==> src/rtl/rst_pulse_gen.sv <==
module rst_pulse_gen #(
  parameter int SYNC_STAGES         = 2,
  parameter int FILT_TICKS          = 25,
  parameter int HOLD_TICKS          = 10_000_000,
  parameter bit PRIMARY_ACTIVE_HIGH = 1'b0
) (
  input  logic clk,
  input  logic rst_n,
  input  logic supply_low,
  input  logic mr_n,
  output logic rst_pri,
  output logic rst_cmp
);
  localparam int HW = $clog2(HOLD_TICKS);
  localparam int FW = $clog2(FILT_TICKS + 1);

  logic [SYNC_STAGES-1:0] mr_sync;
  logic [FW-1:0]          flt_cnt;
  logic                   mr_req;
  logic [HW-1:0]          hold_cnt;
  logic                   asserting;
  logic                   mr_low;
  logic                   req_any;

  always_ff @(posedge clk or negedge rst_n)
    if (!rst_n) mr_sync <= '1;
    else        mr_sync <= {mr_sync[SYNC_STAGES-2:0], mr_n};

  assign mr_low = ~mr_sync[SYNC_STAGES-1];

  always_ff @(posedge clk or negedge rst_n)
    if (!rst_n) begin
      flt_cnt <= '0;
      mr_req  <= 1'b0;
    end else if (!mr_low) begin
      flt_cnt <= '0;
      mr_req  <= 1'b0;
    end else if (!mr_req) begin
      if (flt_cnt == FW'(FILT_TICKS - 1)) mr_req <= 1'b1;
      else                                flt_cnt <= flt_cnt + 1'b1;
    end

  assign req_any = supply_low | mr_req;

  always_ff @(posedge clk or negedge rst_n)
    if (!rst_n) begin
      hold_cnt  <= '0;
      asserting <= 1'b1;
    end else if (req_any) begin
      hold_cnt  <= '0;
      asserting <= 1'b1;
    end else if (asserting) begin
      if (hold_cnt == HW'(HOLD_TICKS - 1)) begin
        hold_cnt  <= '0;
        asserting <= 1'b0;
      end else begin
        hold_cnt <= hold_cnt + 1'b1;
      end
    end

  generate
    if (PRIMARY_ACTIVE_HIGH) begin : g_pri_high
      assign rst_pri = asserting;
    end else begin : g_pri_low
      assign rst_pri = ~asserting;
    end
  endgenerate

  assign rst_cmp = ~rst_pri;
endmodule


==> config.mk <==
export PLATFORM = sky130hd
export DESIGN_NAME = rst_pulse_gen
export DESIGN_NICKNAME = d
export VERILOG_FILES = /design/src/rtl/rst_pulse_gen.sv
export SDC_FILE = /design/constraint.sdc
export NUM_CORES = 1
export LEC_CHECK = 0
export ABC_AREA = 1
export BUFFER_PORTS_ARGS = -buffer_cell sky130_fd_sc_hd__buf_2
export CAP_MARGIN = 20
export CELL_PAD_IN_SITES_DETAIL_PLACEMENT = 0
export CELL_PAD_IN_SITES_GLOBAL_PLACEMENT = 1
export CORE_ASPECT_RATIO = 1.4
export CORE_MARGIN = 10
export CORE_UTILIZATION = 49
export CTS_BUF_LIST = sky130_fd_sc_hd__clkbuf_16
export DETAILED_ROUTE_END_ITERATION = 16
export PLACE_DENSITY_LB_ADDON = 0.1
export RECOVER_POWER = 25
export SLEW_MARGIN = 20
export SYNTH_ARGS = -nofsm -noshare
export SYNTH_HDL_FRONTEND = slang
export SYNTH_SLANG_ARGS = --single-unit
==> constraint.sdc <==
create_clock -name clk -period 2.25 [get_ports clk]
set_clock_uncertainty 0.05 [all_clocks]
set_input_delay 0.225 -clock clk [delete_from_list [all_inputs] [get_ports clk]]
set_output_delay 0.225 -clock clk [all_outputs]
set_load 0.1 [all_outputs]
Yosys cells after proc, flatten, opt, wreduce, memory -nomap -nowiden. Index checks and enable logic that the tools add are counted.

Add/subtract/negate cells: 2. Multiply operators: 0. Div/mod/pow operators: 0. Magnitude comparators: 0. Eq/ne operators: 4. Shift operators: 0. Multiplexer cells: 12. Bitwise gates (word level): 2. Reductions and logical operators: 2.

Operators with widths (number): $mux 24 (3); $add 24x1->24 const B (1); $eq 24x24->1 const B (1); $mux 5 (3); $mux 1 (6); $add 5x1->5 const B (1); $eq 5x5->1 const B (1); $ne 2x2->1 const B (2); $reduce_and 2->1 (1); $reduce_bool 2->1 (1); $not 1->1 (1); $or 1x1->1 (1).

Bits in registers: 33. Latch bits: 0. RAM bits: 0. ROM bits: 0. Word-level logic and storage cells: 27. Memories kept: 0.

Longest topological paths before layout.
Depth after elaboration: 4. Gate-level depth with buffers: 10. Depth with buffers taken out: 10.

Least setup slack after synthesis. Ideal clock, no wire load.

Path type: flip-flop to flip-flop. From: register asserting, in the netlist rst_cmp. To: register hold_cnt[2]. Library setup time: 0.113 ns. Arrival time: 1.935 ns. Setup slack: 0.152 ns. Cell stages (with the launch flop): 3. Buffers on the path: 0. Clock period less this slack: 2.098 ns. Cell sequence: dfstp_2 inv_1 o41ai_1.

Word-level cells in the longest chain between the ends: 1.

Ends and longest elaborated chain: start, declared (RTL line 21) `logic asserting;`; start signal, assigned (RTL line 48) `asserting <= 1'b1;`; start signal, assigned (RTL line 51) `asserting <= 1'b1;`; start signal, assigned (RTL line 55) `asserting <= 1'b0;`; $reduce_bool 2->1 (no line); end signal, assigned (RTL line 57) `hold_cnt <= hold_cnt + 1'b1;`; end, declared (RTL line 20) `logic [HW-1:0] hold_cnt;`.

No other way between the ends. A chain may end at the register's enable or synchronous reset.

Worst setup path in the final report.
From: register hold_cnt[0]. To: register hold_cnt[1].

Word-level cells in the longest chain between the ends: 4. Elaborated cells between the ends (all ways): 5.

Ends and longest elaborated chain: $add 24x1->24 / $eq 24x24->1 (equally long branches) (RTL line 57, 53); $mux 24 (*) (RTL line 53) `if (hold_cnt == HW'(HOLD_TICKS - 1)) begin`; $mux 24 (*) (RTL line 52) `end else if (asserting) begin`; $mux 24 (*) (RTL line 49) `end else if (req_any) begin`.

Every way passes the cells marked *; elsewhere a longest branch is shown, timed or not. The select of a mux whose other input is x is not followed.

==> results.ini <==
[setup_path]
critPathSlowestCell=dfrtp_1
cpLargestDelayFamily=simple AND/OR/NAND/NOR gates
setup.worst_path.start_class=flip-flop
crit_fanout=16
worst_ep_required_time_ns=2.37
crit_start=hold_cnt[0]
rr_endpoint=hold_cnt[1]
r2r_cells=10
cp.depth=10
cp.buffers_inverters=2
crit_chain=ha_1 > nand2_1 > inv_2 > nand2_1 > nor2_1 > nand3_2 > nand3_4 > inv_2 > nand2_1 > nand2_1
r2r_slack_ns=0.51
rr_startpoint=hold_cnt[0]
critPathArrivalTime_ns=1.86
end_kind=flip-flop
critPathMostFrequentCell=nand2_1
critical-path-max-stage-delay_ns=0.38
endpoint=hold_cnt[1]
path_class=flip-flop to flip-flop

[die]
io_pins=6
start_util=0.509
core-area_sq_um=3920
dieWidth_microns=73.9
dieArea_sq_um=7060
rows=27
die_h_microns=95.5

[pwr]
power_leakage_uw=0.00103
p_clk_frac=0.490
vdd_drop_max_mv=0.425
combPwrFrac=0.038
switching_share=0.218
p_int_uw=1020
power_density_nw_per_um2=591
finalPower_uw=1300
p_sw_uw=284
p_seq_frac=0.473

[layout]
multi_input_area_sq_um=1030
syn_to_final_growth_pct=10.4
final_cells=330
fillCellCount=399
fin_nets=293
final_common_cell=nand2_1
mostFrequentLayoutCells=nand2_1 (102), nor2_1 (35), inv_1 (30), dfrtp_1 (30), nand3_1 (12)
drive_gt1_frac=0.136
seqCellArea_sq_um=830
diodes=0

[synthesis]
ys_ff_latch=33
muxShareOfSynthArea=0
yosysWarnings=0
syn-num-nets=282
synth_xor_area_frac=0.0439
synth_simple_gate_area_frac=0.356
synth_compound_area_frac=0.0960
synth_fa_ha_area_frac=0.0188
syn_area_per_cell_sq_um=7.25
synth_top_family_by_area=simple AND/OR/NAND/NOR gates
postSynthCellCount=275
synth_cell_types=25
synth_area_sq_um=1990
ys_seq_area_frac=0.416

[timing]
final_max_slew_viol_count=34
fin_tns_setup_ns=0
worstMarginPinSlew_ns=1.83
report.final.hold_viol_count=0
clock.fmax_mhz=574
period_needed_ns=1.74
finalCritPeriodShare=0.775
final-setup-viol-count=0
hold_slack_ns=0.148
rsz0062_at_grt=no
maxSlewHeadroom=-0.222

[detailed_routing]
wl_per_cell_microns=14.0
first_iter_violations=125
ant_nets=0
vias=1675
dr.pass1.iters=4
drcViolationCount=0
viasPerCell=5.08
wl_microns=4640

[cts]
cts_made_buffers=5
post_cts_resized=0
post_cts_buffers=0
cts_hold_buf=0
numClockSinks=33
clkSlewWorstSetupHoldPaths_ns=0.05
htreeDepth=2
clkLatencyLatePin_ns=0.28
cts_tree=done
root_buffer=clkbuf_16
clockBufferDepth=2

[global_routing]
grt_pass1_vias=1709
grt_overflow=0
grt_max_degree=34
grt_usage=0.146
grt_pass1_wl_microns=8040
antenna_found_initial=0

[place]
io_buffers=5
place_congestion=0.831
hpwlAfterDp_microns=3440
place_inst=321

[outcome]
violations=capacitance limit, slew limit
status=finished with violations

[hold_path]
hold_depth=3
hold_class=primary input to flip-flop

[job]
cap_viol_max_count=1

## worst min path at each step
stage	start	end
after floorplan	rst_n	flt_cnt[0]
after global placement	rst_n	mr_req
after detailed placement	rst_n	mr_req
after CTS	rst_n	mr_req
after global routing	supply_low	rst_cmp
final	supply_low	rst_cmp
## cell usage after synthesis
master,instances,area (sq um)
inv_2,2,7.51
nand3_4,1,17.5
nand4_1,2,12.5
xnor2_1,3,26.3
nand3b_1,2,15.0
nand3_2,3,30.0
buf_2,2,10.0
xor2_1,7,61.3
nand3_1,12,60.1
nor3_1,1,5.00
ha_1,3,37.5
o21ai_2,11,96.3
inv_1,28,105
nand2_1,102,383
o21ai_1,3,15.0
dfrtp_1,30,751
dfstp_2,3,78.8
buf_8,1,15.0
a21oi_1,2,10.0
o21ai_0,11,55.1
nand2_2,1,6.26
nor2_2,8,50.1
nor2_1,35,131
o41ai_1,1,8.76
a31oi_1,1,6.26
## power by group through the flow
stage	sequential, uW	combinational (uW)	clock, uW
after floorplan	623	28.9	0
after global placement	624	47.7	0
after detailed placement	625	49.1	0
after CTS	615	49.3	647
after global routing	616	55.7	671
final	615	48.8	637
## routing by layer
metal  GRT usage  up-vias  share of wire
met2       0.269       14           0.54
met4      0.0530        0          0.020
li1            -      874              -
met1       0.159      777           0.42
met5           0        -              0
met3      0.0291       10          0.016
## sequential cells by signal, indices dropped and copies added (netlist names)
signal / count
hold_cnt: 24
flt_cnt: 5
mr_sync: 2
mr_req: 1
rst_cmp: 1
## layout make-up
| class | count | share of cell area |
|---|---|---|
| multi-input combinational | 209 | 0.467 |
| clock inverter | 3 | 0.00512 |
| tap | 43 | 0.0244 |
| sequential | 33 | 0.377 |
| inverter | 30 | 0.0512 |
| timing repair buffer | 7 | 0.0188 |
| clock buffer | 5 | 0.0569 |
## worst register-to-register path, delay by kind of cell (launching register included)
kind | cells | cell delay (ns)
simple gates | 7 | 0.80
flops | 1 | 0.38
fa+ha+maj | 1 | 0.18
buf+inv | 2 | 0.22
## cells by family (layout without fill, tap and decap cells)
logic type | after synthesis | after routing
buf+inv | 33 | 45
fa+ha+maj | 3 | 3
flops | 33 | 33
compound gates | 29 | 29
xor+xnor | 10 | 10
simple gates | 167 | 167
## stage by stage
stage / setup WS [ns] / area [sq um] / utilization
finish: 0.507 / 2200 / 0.562
global route: 0.330 / 2200 / 0.562
CTS: 0.509 / 2190 / 0.559
detailed placement: 0.527 / 2060 / 0.525
global placement: 0.589 / 2060 / 0.525
floorplan: 0.152 / 1990 / -
Power figures use the tool's default switching activity.
